$ cat src/rtl/skew_bank_pkg.sv
// Shared types and decode helpers for the skew clock bank generator.
// Assumes three-level pins are encoded as 2-bit codes, with 2'b11 read as MID.
package skew_bank_pkg;

    typedef enum logic [1:0] {
        MODE_NOM  = 2'd0,
        MODE_DIV2 = 2'd1,
        MODE_DIV4 = 2'd2,
        MODE_INV  = 2'd3
    } bank_mode_e;

    typedef struct packed {
        bank_mode_e       mode;
        logic signed [4:0] skew;
    } bank_cfg_t;

    // Map a 2-bit pin code to level index 0 (LOW), 1 (MID), 2 (HIGH).
    function automatic logic [1:0] lvl_index(input logic [1:0] code);
        case (code)
            2'b00:   return 2'd0;
            2'b10:   return 2'd2;
            default: return 2'd1;
        endcase
    endfunction

    // Turn a pin pair into a mode and a signed skew in tU.
    function automatic bank_cfg_t decode_cfg(input logic [1:0] hi, input logic [1:0] lo,
                                             input logic wide, input logic inv_top);
        int        idx;
        int        step;
        bank_cfg_t c;
        idx    = 3 * int'(lvl_index(hi)) + int'(lvl_index(lo));
        step   = idx - 4;
        c.mode = MODE_NOM;
        c.skew = wide ? 5'(2 * step) : 5'(step);
        if (wide && idx == 0) c.mode = MODE_DIV2;
        if (wide && idx == 8) c.mode = inv_top ? MODE_INV : MODE_DIV4;
        return c;
    endfunction

endpackage

$ cat src/rtl/phase_counter.sv
// Phase counter spanning one base period of n_cnt time units.
// Assumes n_cnt >= 2. A count at or beyond the last unit wraps to zero,
// so a smaller range taking effect mid-count recovers in one cycle.
module phase_counter #(
    parameter int PH_W = 6
) (
    input  logic            clk,
    input  logic            rst_n,
    input  logic [PH_W-1:0] n_cnt,
    output logic [PH_W-1:0] phase,
    output logic [PH_W-1:0] phase_nxt
);

    // Next count: wrap after the last unit of the period.
    always_comb begin
        if (phase >= PH_W'(n_cnt - 1'b1)) phase_nxt = '0;
        else                               phase_nxt = phase + 1'b1;
    end

    // Count register with synchronous clear.
    always_ff @(posedge clk) begin
        if (!rst_n) phase <= '0;
        else        phase <= phase_nxt;
    end

    // with a steady range the count stays inside the period
    a_r11_phase_range: assert property (@(posedge clk) disable iff (!rst_n)
        $stable(n_cnt) |-> (phase < n_cnt));

    // away from wrap, the count advances by exactly one
    a_r1_phase_step: assert property (@(posedge clk) disable iff (!rst_n)
        (phase != '0) |-> (phase == PH_W'($past(phase) + 1'b1)));

endmodule

$ cat src/rtl/edge_divider.sv
// Shared divide-by-2 / divide-by-4 state stepped at the reference count.
// Assumes it is cleared by the same reset as the phase counter, so all
// divided outputs start aligned. The divide-by-4 encoding makes its rising
// edge land on a divide-by-2 rising edge.
module edge_divider #(
    parameter int PH_W = 6
) (
    input  logic            clk,
    input  logic            rst_n,
    input  logic [PH_W-1:0] phase,
    input  logic [PH_W-1:0] phase_nxt,
    input  logic [PH_W-1:0] ref_pt,
    output logic            div2,
    output logic            div4
);

    logic [1:0] step_q;

    // Advance the two-bit step each time the count enters the reference point.
    always_ff @(posedge clk) begin
        if (!rst_n)                  step_q <= 2'd0;
        else if (phase_nxt == ref_pt) step_q <= step_q + 2'd1;
    end

    // Output decode: div2 on bit 0, div4 high for steps 1 and 2.
    always_comb begin
        div2 = step_q[0];
        div4 = step_q[1] ^ step_q[0];
    end

    // divider state only changes when the count sits on the reference point
    a_r9_div_at_ref: assert property (@(posedge clk) disable iff (!rst_n)
        ((step_q != $past(step_q)) && $stable(ref_pt)) |-> (phase == ref_pt));

    // every divide-by-4 rise coincides with a divide-by-2 rise
    a_r7_div4_with_div2: assert property (@(posedge clk) disable iff (!rst_n)
        $rose(div4) |-> $rose(div2));

endmodule

$ cat src/rtl/skew_bank.sv
// One output bank: decodes its pin pair and drives both outputs identically.
// WIDE selects the doubled-step table with divide modes at the corner codes.
// INV_TOP makes the top corner code an inverted clock instead of divide-by-4.
module skew_bank
    import skew_bank_pkg::*;
#(
    parameter int PH_W    = 6,
    parameter bit WIDE    = 1'b0,
    parameter bit INV_TOP = 1'b0
) (
    input  logic            clk,
    input  logic            rst_n,
    input  logic [1:0]      sel_hi,
    input  logic [1:0]      sel_lo,
    input  logic [PH_W-1:0] phase,
    input  logic [PH_W-1:0] n_cnt,
    input  logic            div2,
    input  logic            div4,
    output logic [1:0]      pair_out
);

    localparam int SW = PH_W + 2;

    bank_cfg_t            cfg;
    logic signed [SW-1:0] n_s;
    logic signed [SW-1:0] half_s;
    logic signed [SW-1:0] diff;
    logic signed [SW-1:0] wrapped;
    logic                 nom;
    logic                 inv;
    logic                 sel_bit;

    // Decode the pin pair into mode and skew.
    always_comb cfg = decode_cfg(sel_hi, sel_lo, WIDE, INV_TOP);

    // Shift the count by the skew and fold it back into one period.
    always_comb begin
        n_s    = signed'({2'b00, n_cnt});
        half_s = signed'({3'b000, n_cnt[PH_W-1:1]});
        diff   = signed'({2'b00, phase}) - SW'(cfg.skew);
        if (diff < 0)         wrapped = diff + n_s;
        else if (diff >= n_s) wrapped = diff - n_s;
        else                  wrapped = diff;
        nom = (wrapped < half_s);
        inv = ({2'b00, phase} >= {3'b000, n_cnt[PH_W-1:1]});
    end

    // Pick the bank waveform by mode and copy it to both outputs.
    always_comb begin
        case (cfg.mode)
            MODE_DIV2: sel_bit = div2;
            MODE_DIV4: sel_bit = div4;
            MODE_INV:  sel_bit = inv;
            default:   sel_bit = nom;
        endcase
        pair_out = {2{sel_bit}};
    end

    // a skewed output only rises at the count equal to its skew modulo N
    a_r4_skew_edge: assert property (@(posedge clk) disable iff (!rst_n)
        ((cfg.mode == MODE_NOM) && $stable(sel_hi) && $stable(sel_lo)
         && $stable(n_cnt) && $rose(pair_out[0])) |-> (wrapped == 0));

endmodule

$ cat src/rtl/skew_clock_banks.sv
// Top: four banks of two skew-programmable clocks driven from one phase count.
// Assumes range, polarity and bank selects are static or changed under reset.
// One clock period is one time unit; N units form a base period.
module skew_clock_banks
    import skew_bank_pkg::*;
#(
    parameter int N_LOW  = 44,
    parameter int N_MID  = 26,
    parameter int N_HIGH = 16
) (
    input  logic        clk,
    input  logic        rst_n,
    input  logic [1:0]  range_sel,
    input  logic        edge_pos,
    input  logic [15:0] bank_sel,
    output logic [7:0]  clk_out
);

    localparam int NUM_BANKS = 4;
    localparam int N_MAX1    = (N_LOW > N_MID) ? N_LOW : N_MID;
    localparam int N_MAX     = (N_MAX1 > N_HIGH) ? N_MAX1 : N_HIGH;
    localparam int PH_W      = $clog2(N_MAX + 1);

    logic [PH_W-1:0] n_cnt;
    logic [PH_W-1:0] phase;
    logic [PH_W-1:0] phase_nxt;
    logic [PH_W-1:0] ref_pt;
    logic            div2;
    logic            div4;

    // Range decode: units per base period.
    always_comb begin
        case (lvl_index(range_sel))
            2'd0:    n_cnt = PH_W'(N_LOW);
            2'd2:    n_cnt = PH_W'(N_HIGH);
            default: n_cnt = PH_W'(N_MID);
        endcase
    end

    // Reference point: count 0 for the rising edge, mid-period for the falling edge.
    always_comb ref_pt = edge_pos ? '0 : (n_cnt >> 1);

    phase_counter #(.PH_W(PH_W)) u_phase (
        .clk       (clk),
        .rst_n     (rst_n),
        .n_cnt     (n_cnt),
        .phase     (phase),
        .phase_nxt (phase_nxt)
    );

    edge_divider #(.PH_W(PH_W)) u_div (
        .clk       (clk),
        .rst_n     (rst_n),
        .phase     (phase),
        .phase_nxt (phase_nxt),
        .ref_pt    (ref_pt),
        .div2      (div2),
        .div4      (div4)
    );

    for (genvar b = 0; b < NUM_BANKS; b++) begin : g_bank
        skew_bank #(
            .PH_W    (PH_W),
            .WIDE    (b >= 2),
            .INV_TOP (b == 3)
        ) u_bank (
            .clk      (clk),
            .rst_n    (rst_n),
            .sel_hi   (bank_sel[4*b+3 -: 2]),
            .sel_lo   (bank_sel[4*b+1 -: 2]),
            .phase    (phase),
            .n_cnt    (n_cnt),
            .div2     (div2),
            .div4     (div4),
            .pair_out (clk_out[2*b+1 -: 2])
        );
    end

    // both outputs of every bank agree
    a_r10_pair_equal: assert property (@(posedge clk) disable iff (!rst_n)
        (clk_out[0] == clk_out[1]) && (clk_out[2] == clk_out[3]) &&
        (clk_out[4] == clk_out[5]) && (clk_out[6] == clk_out[7]));

endmodule

$ cat config.mk
export PLATFORM = sky130hd
export DESIGN_NAME = skew_clock_banks
export DESIGN_NICKNAME = d
export VERILOG_FILES = /design/src/rtl/skew_bank_pkg.sv /design/src/rtl/phase_counter.sv /design/src/rtl/edge_divider.sv /design/src/rtl/skew_bank.sv /design/src/rtl/skew_clock_banks.sv
export SDC_FILE = /design/constraint.sdc
export NUM_CORES = 1
export LEC_CHECK = 0
export BUFFER_PORTS_ARGS = -buffer_cell sky130_fd_sc_hd__buf_2
export CAP_MARGIN = 20
export CORE_UTILIZATION = 35
export DETAILED_ROUTE_END_ITERATION = 8
export GPL_ROUTABILITY_DRIVEN = 0
export PLACE_DENSITY = 0.61
export RECOVER_POWER = 100
export SYNTH_ARGS = -nofsm -noshare
export SYNTH_HDL_FRONTEND = slang
export SYNTH_SLANG_ARGS = --single-unit
$ cat constraint.sdc
create_clock -name clk -period 6.3 [get_ports clk]
set_input_delay 0.63 -clock clk [delete_from_list [all_inputs] [get_ports clk]]
set_output_delay 0.63 -clock clk [all_outputs]
set_load 0.01 [all_outputs]
* Yosys cells after proc, flatten, opt, wreduce, memory -nomap -nowiden *
Index checks and enable logic that the tools add are counted.

storage, ports and cells
  register bits after elaboration = 8
  input bits = 21
  output and inout port bits = 8
  logic and storage cells = 101

operators by class
  $add $sub $neg = 23
  multiply operators = 4
  magnitude comparators = 14
  equality and inequality tests = 19
  muxes and demuxes = 26
  bitwise operators = 1
  reduce and logical (&&, ||, !) cells = 12

operators by type and width
  kind                                                   count
  equality test 32 x 5 -> 1 bit (second input constant)  2
  zero test 32 bit                                       2
  2-to-1 mux 8 bit                                       8
  case mux 2 bit (2 select lines)                        9
  adder 8 x 7 -> 8 bit                                   4
  >= comparator 8 x 7 -> 1 bit                           4
  < comparator 8 x 1 -> 1 bit (second input constant)    4
  < comparator 8 x 6 -> 1 bit                            4
  subtractor 7 x 5 -> 8 bit                              4
  subtractor 8 x 7 -> 8 bit                              4
  equality test 2 bit (second input constant)            14
  zero test 2 bit                                        10
  multiplier 2 x 2 -> 4 bit (first input constant)       4
  case mux 6 bit (2 select lines)                        1
  adder 4 x 2 -> 5 bit                                   2
  adder 5 x 3 -> 5 bit                                   2
  subtractor 5 x 4 -> 5 bit (second input constant)      2
  subtractor 4 bit (second input constant)               2
  adder 6 x 1 -> 6 bit (second input constant)           1
  equality test 6 x 5 -> 1 bit                           1
  >= comparator 6 x 5 -> 1 bit                           1
  >= comparator 6 bit                                    1
  2-to-1 mux 6 bit                                       1
  case mux 1 bit (3 select lines)                        2
  other kinds (7)                                        10

* Logic depth before layout (Yosys ltp) *
Gate-level depths: netlist (run 1).

  depth after elaboration = 11
  depth in mapped cells = 26
  gate-level depth less buffers = 24

* Hierarchy *
Synthesis (run 1) repeated with hierarchy kept, for this count alone.

second synthesis, totals
  cell total of the unflattened synthesis = 766
  area total of the unflattened synthesis = 5804.3 sq um

by module, submodules not included
  module                         times used  cells each  area each (sq um)
  skew_bank at g_bank[0].u_bank  1           179         1376.3
  skew_bank at g_bank[1].u_bank  1           174         1338.8
  skew_bank at g_bank[3].u_bank  1           173         1234.9
  skew_bank at g_bank[2].u_bank  1           157         1212.4
  phase_counter                  1           55          447.9
  edge_divider                   1           18          153.9
  skew_clock_banks               1           10          40.0

* Least setup slack after synthesis (run 1) *
OpenSTA, ideal clock, no wires.

  path kind = in2out
  start point = in bank_sel[14]
  end point = out clk_out[6]
  arrival = 5990 ps
  data required time = 5670 ps
  slack = -320 ps
  stages on the path = 25
  buffers on the path = 1
  cells stage by stage = or2_2 -> ha_1 -> ha_1 -> fa_1 -> inv_1 -> ha_1 -> or4_1 -> nand2_1 -> xnor2_1 -> ha_1 -> or2b_1 -> o21ai_0 -> nor3_1 -> nand2_1 -> nor2_1 -> a21oi_1 -> ha_1 -> nor2b_1 -> o21a_1 -> o21ai_0 -> nand2b_1 -> a221oi_1 -> o32ai_1 -> a22oi_2 -> buf_4

on the way
  cells in the longest elaborated chain, start to end = 11

RTL lines
  what                                                                       RTL line                RTL
  start: declaration                                                         skew_clock_banks.sv:15  input logic [15:0] bank_sel,
  equality test 2 bit or zero test 2 bit (tied branches)                     skew_bank_pkg.sv:19     case (code)
  case mux 2 bit (2 select lines) (*)                                        skew_bank_pkg.sv:19
  multiplier 2 x 2 -> 4 bit (*)                                              skew_bank_pkg.sv:32     idx = 3 * int'(lvl_index(hi)) + int'(lvl_index(lo));
  adder 4 x 2 -> 5 bit (*)                                                   skew_bank_pkg.sv:32
  subtractor 4 bit                                                           skew_bank_pkg.sv:33     step = idx - 4;
  subtractor 7 x 5 -> 8 bit                                                  skew_bank.sv:40         diff = signed'({2'b00, phase}) - SW'(cfg.skew);
  subtractor 8 x 7 -> 8 bit or >= comparator 8 x 7 -> 1 bit (tied branches)  skew_bank.sv:42         else if (diff >= n_s) wrapped = diff - n_s;
  2-to-1 mux 8 bit                                                           skew_bank.sv:42
  2-to-1 mux 8 bit                                                           skew_bank.sv:41         if (diff < 0) wrapped = diff + n_s;
  < comparator 8 x 6 -> 1 bit                                                skew_bank.sv:44         nom = (wrapped < half_s);
  case mux 1 bit (3 select lines) (*)                                        skew_bank.sv:50         case (cfg.mode)
  end: declaration                                                           skew_clock_banks.sv:16  output logic [7:0] clk_out

Mark *: on every way between the ends. The rest lies on a longest branch, timed or not.

* Worst setup path in the final report (run 1) *
  start point = in bank_sel[15]
  end point = out clk_out[7]

The elaborated chain is that of the path after synthesis.

==> results of run 1 <==
==> Yosys cell counts (all sizes together) (4+ instances only) <==
library cell / instances / area (sq um)
a211o: 4 / 35.03
a211oi: 8 / 60.06
a21o: 10 / 75.07
a21oi: 41 / 205.2
a221oi: 4 / 35.03
and2: 5 / 31.28
buf: 14 / 106.4
clkbuf: 15 / 66.31
dfxtp: 8 / 160.2
fa: 16 / 320.3
ha: 102 / 1276
inv: 50 / 187.7
mux2: 7 / 82.57
mux2i: 14 / 140.1
nand2: 47 / 176.4
nand2b: 14 / 87.58
nand3: 12 / 60.06
nor2: 36 / 135.1
nor2b: 27 / 168.9
nor3: 14 / 70.07
nor3b: 4 / 30.03
o2111ai: 6 / 52.55
o211ai: 6 / 45.04
o21a: 9 / 67.56
o21ai: 37 / 188.9
o21bai: 9 / 67.56
o22ai: 5 / 31.28
o31a: 5 / 43.79
or2: 9 / 56.30
or3: 6 / 43.79
xnor2: 23 / 201.4
xor2: 10 / 87.58
==> layer usage <==
| metal | global-route usage | wire length [um] | vias up |
|---|---|---|---|
| li1 | - | - | 2395 |
| met1 | 0.2148 | 5728 | 2275 |
| met2 | 0.3309 | 6623 | 109 |
| met3 | 0.006654 | 303 | 33 |
| met4 | 0.06328 | 320 | 0 |
| met5 | 0 | 0 | - |
==> how the worst max path moves through the flow <==
stage | slack [ns] | to | cells after the start
final | -0.09 | clk_out[7] | 26
after floorplan | 0.005 | clk_out[6] | 25
after CTS | -0.08 | clk_out[7] | 26
after global routing | -0.33 | clk_out[7] | 26
after detailed placement | -0.26 | clk_out[7] | 26
after global placement | -0.15 | clk_out[7] | 26
==> area by class of cell <==
class                   count  area [sq um]
clock buffers               3         75.07
fillers                  1332          7433
inverters                  50         187.7
multi-input cells         542          4638
flip-flops and latches      8         160.2
well taps                 176         220.2
repair buffers             93         633.1
==> flip-flops by register name (all words and copies together) (netlist names) <==
signal / flops
u_phase.phase: 6
u_div.step_q: 2
==> what timing repair did <==
action,4_1_cts,5_1_grt
gates cloned,0,0
pin swaps,11,21
buffers inserted,8,2
setup endpoints to repair,4,8
resized for setup,16,40
==> power breakdown <==
group | leakage [uW] | internal, uW | switching (uW) | total (uW)
clock network | 0.0000370 | 81.8 | 24.3 | 106
logic | 0.00263 | 686 | 732 | 1420
registers | 0.0000652 | 53.2 | 5.81 | 59.0
total | 0.00274 | 821 | 762 | 1580
==> worst reg2reg max path, stage by stage, from the launching register on <==
cell     delay, ns
dfxtp_1       0.62
ha_1          0.33
a21o_1        0.18
a21oi_1       0.18
o21a_1        0.28
nand3_1       0.10
a22oi_1       0.27
nand3_1       0.14
mux2i_1       0.13
==> stage by stage <==
step | util | TNS (ns)
floorplan | - | 0
global placement | 0.4114 | -0.3000
detailed placement | 0.4114 | -0.7399
CTS | 0.4276 | -0.1631
global route | 0.4431 | -0.9178
finish | 0.4431 | -0.1691
==> kinds of logic after synthesis <==
kind of cell             Yosys count  share of synthesized area
AND/OR/NAND/NOR                  196                     0.2127
AO/OA/AOI/OAI                    174                     0.2435
adder cells (fa/ha/maj)          118                     0.3302
buffers and inverters             79                    0.07453
XOR/XNOR                          33                    0.05978
multiplexers                      21                    0.04606
flip-flops                         8                    0.03313
==> flow_summary.yaml, run 1 <==
global_route:
  grt_pass1_vias: 4774
  grt_max_degree: 19
  antenna_found_initial: 0
  grt-ovfl-total: 0
  grtUsageTotal: 0.1773
  grt_pass1_wl_um: 21210
layout:
  diodes: 0
  stdcell_count: 872
  areaGrowthSynthToFinish_pct: 22.33
  layout_commonest_cell: "ha_1"
  fin_nets: 837
  layout_common_cells: "ha_1 (93), buf_4 (65), inv_1 (47), nand2_1 (44), a21oi_1 (38)"
  drive_above_1_share: 0.2500
  design_area_sq_um: 5914
cts:
  htreeDepth: 1
  hold_buffers: 0
  clkSlewWorstSetupHoldPaths_ns: 0.04
  clock_path_buffers: 2
  cts_made_buffers: 3
  clock_latency_ns: 0.23
  cts_tree: "done"
  clkSinkCount: 8
  ctsRootBufferMaster: "clkbuf_16"
power:
  power.density_nw_per_um2: 267.6
  report.power.total_uw: 1583
  p_leak_uw: 0.002735
  peakVddDrop_mv: 0.09515
worst_setup_path:
  path_delay_family: "simple AND/OR/NAND/NOR gates"
  timing.critical_path.slowest_stage_cell: "fa_2"
  crit_start: "bank_sel[15]"
  r2r_end: "u_div.step_q[1]"
  cp_slowest_stage_delay_ns: 0.57
  ff2ff_setup_slack_ns: 3.95
  arrival_ns: 5.76
  crit_top_cell: "ha_4"
  start_kind: "primary input"
  critPathCaptureType: "output pin"
  r2r_cells: 8
  timing.rr.start: "u_phase.phase[1]"
  cp.required_ns: 5.67
  crit_type: "primary input to output pin"
  critical_path_buf_inv_count: 4
  crit_fanout: 4
worst_hold_path:
  hold_depth: 2
  min_to: "u_div.step_q[1]"
  hp-start: "u_div.step_q[1]"
  hold_class: "register to register"
logic_synthesis:
  synth_edf_count: 0
  syn_nets: 768
  synth.distinct_cells: 74
  ys_seq_area_frac: 0.03313
  synth_seq_cells: 8
  synth_top_flop_cell: "dfxtp_1"
  syn_inst: 629
  avgSynthCellArea_sq_um: 7.686
  yosys_warnings: 0
  syn_area_sq_um: 4835
  synthArstFlopShare: 0
place:
  place.port_buffers: 28
  place_inst: 859
  post-place-ws_ns: -0.2585
  post_dp_cell_area_sq_um: 5492
  place_hpwl_um: 10350
drt:
  via_count: 4812
  ant_nets: 0
  first_pass_iters: 5
  via_per_inst: 5.518
  drt_wl_total_um: 12980
  avgRoutedWirePerCell_um: 14.88
  drc: 0
  drt_iter0_markers: 178
sta:
  rsz0062_at_grt: "yes"
  finClkSkew_ns: 0.001927
  period_share: 1.014
  slew_viol_final: 0
  fin_hold_ws_ns: 0.4737
  setup_violations: 2
  fin_ws_ns: -0.08745
  max_slew_margin: 0.3976
  fmax_mhz: 156.6
  max_slew.worst_pin.slew_ns: 0.9035
  finalCriticalPeriod_ns: 6.387
  hold_viol: 0
run_status:
  status: "finished, violations left"
  violations: "setup timing"
floorplan:
  die-area_sq_um: 14290
  die_x_um: 119.5
  die_h_um: 119.5
  top_level_ports: 29
  coreArea_sq_um: 13350
  rows: 42
  start_util: 0.3622
run:
  cap_violations: 0
Power figures use the tool's default switching activity.
==> run 2, diff against run 1 <==
- RECOVER_POWER: 100 -> 25
- clock period: 6.3 -> 5.7 ns (I/O delays scaled with it)
==> run 2 against run 1 <==
Compared with the run above:
- the flow still finishes with violations (setup timing)
- via count is 3.6% higher
- cell count is 6.0% higher
- die area stayed put
- setup slack worse by 0.43 ns
- wire length is 4.9% higher
- clock skew is 0.0012 ns lower
- total power is 19% higher
- sequential power is 3% higher
- global-route usage is 1.9 points higher
- critical path type unchanged
- critical endpoint is now clk_out[6]
- largest cell class unchanged
==> flow_summary.yaml, run 2 (same netlist as run 1, synthesis figures left out) <==
floorplan:
  start_util: 0.3622
  coreArea_sq_um: 13350
  top_level_ports: 29
  die_h_um: 119.5
  die_x_um: 119.5
  rows: 42
  die-area_sq_um: 14290
global_route:
  grt-ovfl-total: 0
  grt_pass1_wl_um: 23600
  antenna_found_initial: 0
  grtUsageTotal: 0.1962
  grt_max_degree: 26
  grt_pass1_vias: 5089
cts:
  clock_path_buffers: 2
  cts_tree: "done"
  cts_made_buffers: 3
  htreeDepth: 1
  clkSinkCount: 8
  hold_buffers: 0
  clock_latency_ns: 0.23
  ctsRootBufferMaster: "clkbuf_16"
  clkSlewWorstSetupHoldPaths_ns: 0.04
drt:
  via_count: 4985
  via_per_inst: 5.395
  drt_iter0_markers: 307
  drt_wl_total_um: 13610
  first_pass_iters: 5
  ant_nets: 0
  drc: 0
  avgRoutedWirePerCell_um: 14.73
power:
  netSwitchingPower_uw: 872.1
  seqPwrFrac: 0.032
  report.power.total_uw: 1888
  p_comb_frac: 0.906
  clkPwrFrac: 0.062
  p_leak_uw: 0.003024
  swShare: 0.4619
  peakVddDrop_mv: 0.1505
  p_int_uw: 1016
  power.density_nw_per_um2: 291.5
worst_setup_path:
  endpoint: "clk_out[6]"
  start_kind: "primary input"
  r2r_cells: 9
  crit_fanout: 3
  crit_type: "primary input to output pin"
  ff2ff_setup_slack_ns: 3.54
  arrival_ns: 5.65
  critPathCaptureType: "output pin"
  cp.required_ns: 5.13
  crit_start: "bank_sel[14]"
  r2r_end: "u_div.step_q[1]"
  timing.rr.start: "u_phase.phase[1]"
sta:
  fmax_mhz: 160.8
  finalCriticalPeriod_ns: 6.218
  rsz0062_at_grt: "yes"
  setup_violations: 6
  fin_ws_ns: -0.5183
  max_slew_margin: 0.6478
  slew_viol_final: 0
  max_slew.worst_pin.slew_ns: 0.5135
  finClkSkew_ns: 0.0007361
  hold_viol: 0
  period_share: 1.091
  timing.setup.tns_ns: -1.641
place:
  post_dp_cell_area_sq_um: 6070
  place.port_buffers: 28
  place_hpwl_um: 11120
run:
  cap_violations: 0
layout:
  layout_common_cells: "buf_4 (116), ha_1 (88), inv_1 (44), nand2_1 (44), a21oi_1 (35)"
  largest_reg_flops: 6
  reg_top3: "u_phase.phase (6), u_div.step_q (2)"
  fillers: 1291
  diodes: 0
  layout_commonest_cell: "buf_4"
  areaGrowthSynthToFinish_pct: 33.95
  largest_register: "u_phase.phase"
  design_area_sq_um: 6476
  fin_nets: 889
  drive_above_1_share: 0.3275
  post-route-util: 0.4852
run_status:
  violations: "setup timing"
  status: "finished, violations left"
worst_hold_path:
  hold_class: "register to register"
[run 2: cell types whose count changed in the layout (fill, tap and decap cells not counted), moves of 4 or more]
cell / delta
buf_4: +51
ha_1: -5
o21ai_0: -5
buf_6: +4
ha_4: +4
o21ai_1: +4
[run 2: cell type report]
class | count | area [sq um] | area share
multi-input combinational | 542 | 4783 | 0.7386
timing repair buffer | 145 | 1047 | 0.1617
tap | 176 | 220.2 | 0.03400
clock buffer | 3 | 75.07 | 0.01159
inverter | 50 | 190.2 | 0.02937
sequential | 8 | 160.2 | 0.02473
[run 2: worst min-delay path by stage]
stage / cells past startpoint / slack (ns) / from / endpoint
finish: 2 / 0.49 / u_div.step_q[1] / u_div.step_q[1]
global placement: 2 / 0.46 / u_div.step_q[1] / u_div.step_q[1]
global route: 2 / 0.52 / u_div.step_q[1] / u_div.step_q[1]
floorplan: 2 / 0.45 / u_div.step_q[1] / u_div.step_q[1]
detailed placement: 2 / 0.48 / u_div.step_q[1] / u_div.step_q[1]
CTS: 2 / 0.49 / u_div.step_q[1] / u_div.step_q[1]
[run 2: routing by layer]
metal  up-vias  routed length, um  part of all wire  global-route usage
met2        85               6918              0.51              0.3584
met3        20                376             0.028            0.009981
li1       2487                  -                 -                   -
met5         -                  0                 0                   0
met1      2393               6110              0.45              0.2542
met4         0                203             0.015             0.03828
[run 2: what timing repair did]
action,CTS,global route
pin swaps,21,5
resized for setup,31,21
endpoints found under the setup margin,8,8
buffers inserted,7,5
[run 2: worst max-delay path, cell delays in order]
cell and delay [ns]:
buf_6 0.09, or2_4 0.25, ha_4 0.22, ha_4 0.15
fa_2 0.58, ha_4 0.21, and2b_2 0.19, or4_4 0.49
nand2_4 0.11, xnor2_4 0.09, ha_4 0.28, or2b_4 0.28
nor4_4 0.22, nor3_4 0.10, nand2_2 0.10, nor2_1 0.04
a21oi_1 0.12, ha_1 0.24, nor2b_1 0.13, o21a_1 0.16
o21ai_1 0.13, nand2b_1 0.11, a221oi_4 0.32, o32ai_2 0.12
a22oi_2 0.18, buf_2 0.15
[run 2: power by group through the flow]
| stage | Clock, uW | Sequential (uW) | Combinational, uW |
|---|---|---|---|
| floorplan | 0 | 63.9 | 1150 |
| global placement | 0 | 61.6 | 1540 |
| detailed placement | 0 | 61.7 | 1580 |
| CTS | 118 | 60.8 | 1660 |
| global route | 123 | 61.2 | 1910 |
| finish | 117 | 60.9 | 1710 |
[run 2: stage by stage]
stage / worst slack [ns] / cells / hold slack, ns
finish: -0.5183 / 924 / 0.4931
global route: -0.7495 / 924 / 0.5189
CTS: -0.5254 / 919 / 0.4893
detailed placement: -0.5281 / 909 / 0.4829
global placement: -0.4616 / 909 / 0.4617
floorplan: -0.2399 / 629 / 0.4513
==> run 3, diff against run 2 <==
- CORE_UTILIZATION: 35 -> 55
- PLACE_DENSITY: 0.61 -> 0.76
- SYNTH_HIERARCHICAL: not set -> 1
==> run 3 against run 2 <==
Compared with the run above:
- highest routed layer unchanged
- critical path depth decreased by 1
- maximum frequency down 1.5%
- register-to-register slack worse by 0.65 ns
- largest power group unchanged
- die area decreased by 23%
- clock power decreased by 40%
- first-iteration DRC count increased by 60%
- utilization increased by 30 points
- sequential power rose by 4.8%
- the run still ends with setup timing left
==> flow_summary.yaml, run 3 <==
logic_synthesis:
  syn_inst: 766
  syn_area_sq_um: 5804
  synth_top_flop_cell: "dfxtp_1"
  synth.distinct_cells: 95
  yosys_warnings: 6
  synth_most_common_cell: "ha_1"
  ys_seq_area_frac: 0.02759
  synthArstFlopShare: 0
  synth_top_area_share: 0.2522
  synth_top_area_cell: "ha_1"
  synth.top_cells.by_count: "ha_1 (117), inv_1 (88), nor2_1 (76)"
  synth_seq_cells: 8
  synth.area.top_cells: "ha_1 (25%), inv_1 (5.7%), fa_1 (5.5%)"
  avgSynthCellArea_sq_um: 7.577
  synth_edf_count: 0
power:
  peakVddDrop_mv: 0.1987
  power.density_nw_per_um2: 304.6
  p_leak_uw: 0.003810
layout:
  design_area_sq_um: 8053
  diodes: 0
  areaGrowthSynthToFinish_pct: 38.74
  layout_commonest_cell: "buf_4"
  layout_common_cells: "buf_4 (169), ha_1 (97), inv_1 (84), nor2_1 (68), nand2_1 (36)"
  reg_top3: "u_phase/phase (6), u_div/step_q (2)"
  fin_nets: 1111
  largest_reg_flops: 6
  largest_register: "u_phase/phase"
  drive_above_1_share: 0.3623
place:
  place.port_buffers: 28
  post_dp_cell_area_sq_um: 7232
  place_hpwl_um: 13720
floorplan:
  die_x_um: 104.7
  start_util: 0.5648
  coreArea_sq_um: 10280
  die-area_sq_um: 10970
  die_h_um: 104.7
  rows: 37
  top_level_ports: 29
drt:
  ant_nets: 0
  drt_iter0_markers: 492
  avgRoutedWirePerCell_um: 17.73
  drc: 0
  via_count: 6641
  via_per_inst: 6.087
  drt_wl_total_um: 19340
  first_pass_iters: 5
sta:
  setup_violations: 8
  fmax_mhz: 158.5
  period_share: 1.107
  hold_viol: 0
  slew_viol_final: 0
  max_slew_margin: 0.4602
  finClkSkew_ns: 0.001637
  timing.setup.tns_ns: -3.708
  fin_hold_ws_ns: 0.5473
  fin_ws_ns: -0.6099
  rsz0062_at_grt: "yes"
  max_slew.worst_pin.slew_ns: 0.8086
  finalCriticalPeriod_ns: 6.310
run:
  cap_violations: 0
cts:
  clock_path_buffers: 2
  cts_made_buffers: 3
  clkSlewWorstSetupHoldPaths_ns: 0.04
  ctsRootBufferMaster: "clkbuf_8"
  hold_buffers: 0
  clkSinkCount: 8
  clock_latency_ns: 0.23
  htreeDepth: 1
  cts_tree: "done"
worst_setup_path:
  crit_fanout: 5
  cp.required_ns: 5.13
  arrival_ns: 5.74
  critPathCaptureType: "output pin"
  start_kind: "primary input"
  crit_type: "primary input to output pin"
global_route:
  grt_max_degree: 22
  grt-ovfl-total: 0
  grt_pass1_vias: 6808
  grt_use_met2: 0.6263
  grt_use_met1: 0.3976
  grtUsageTotal: 0.3385
  use_met3: 0.04055
  antenna_found_initial: 0
  grt_pass1_wl_um: 30980
  busiest_layer: "met2"
run_status:
  violations: "setup timing"
  status: "finished, violations left"
worst_hold_path:
  hold_class: "register to register"
run 3: cell count changes after synthesis, sizes merged, moves of 6 or more:
cell	before	now
nor2	36	77
inv	50	89
ha	102	117
mux2i	14	4
o311ai	0	9
nand4	2	10
nand2	47	40
nand3	12	19
o211ai	6	13
nor3	14	20
run 3: cells by family (layout without fill, tap and decap cells):
family	Yosys count	count (layout)	synth area share
AOI/OAI and AO/OA	205	205	0.2574
adders and majority gates	134	134	0.3093
muxes	8	8	0.01746
other	1	11	0.0006461
buffers and inverters	116	295	0.08687
and+or+nand+nor	255	255	0.2373
xor gates and xnor gates	39	39	0.06338
DFF	8	8	0.02759
run 3: worst max-delay path, stage by stage:
cell      delay (ns)
buf_6           0.09
or2_4           0.25
ha_4            0.22
ha_4            0.16
fa_2            0.59
inv_2           0.07
ha_4            0.23
xor2_1          0.16
xnor2_1         0.29
ha_1            0.33
a21oi_2         0.14
nor2_1          0.05
or3_4           0.41
or3_4           0.44
buf_6           0.14
nand3_2         0.05
o21ai_1         0.07
a21oi_1         0.19
ha_2            0.30
nor3_2          0.14
nor2_2          0.08
a311oi_1        0.26
a22o_1          0.18
a32o_2          0.21
buf_6           0.11
run 3: area by class of cell:
type                            instances  area (sq um)
Clock buffer                            3         41.29
Fill cell                             673          2225
Inverter                               89         334.1
Multi-Input combinational cell        652          5827
Sequential cell                         8         160.2
Tap cell                              136         170.2
Timing Repair Buffer                  203          1520
run 3: power by group:
group          switching (uW)  internal (uW)
logic                    1190           1120
clock network            24.2           45.9
registers                4.60           59.2
total                    1220           1230
run 3: worst paths after layout:
| path | startpoint | slack [ns] | endpoint | cells past startpoint |
|---|---|---|---|---|
| setup / recovery | bank_sel[15] | -0.61 | clk_out[6] | 25 |
| hold / removal | u_div/step_q[1] | 0.55 | u_div/step_q[1] | 2 |
| setup reg to reg | u_phase/phase[4] | 2.89 | u_div/step_q[0] | 8 |
| hold reg to reg | u_div/step_q[1] | 0.55 | u_div/step_q[1] | 2 |
run 3: timing repair:
| action | in CTS | in global routing |
|---|---|---|
| buffers inserted | 37 | 13 |
| endpoints found under the hold margin | 0 | 0 |
| endpoints found under the setup margin | 8 | 8 |
| gates cloned | 0 | 0 |
| resized for setup | 60 | 22 |
| pin swaps | 62 | 37 |
run 3: layer usage:
layer  wire length, um  share of wire
met5                 0              0
met4               670          0.035
met3              1281          0.066
met2              9652           0.50
met1              7734           0.40
run 3: stage by stage:
step	worst slack (ns)	util	cells	total power, uW
floorplan	-0.1686	-	776	1428
global placement	-0.4639	0.7037	1039	1881
detailed placement	-0.5220	0.7037	1039	1952
CTS	-0.4250	0.7638	1078	2259
global route	-0.7303	0.7835	1091	2637
finish	-0.6099	0.7835	1091	2453
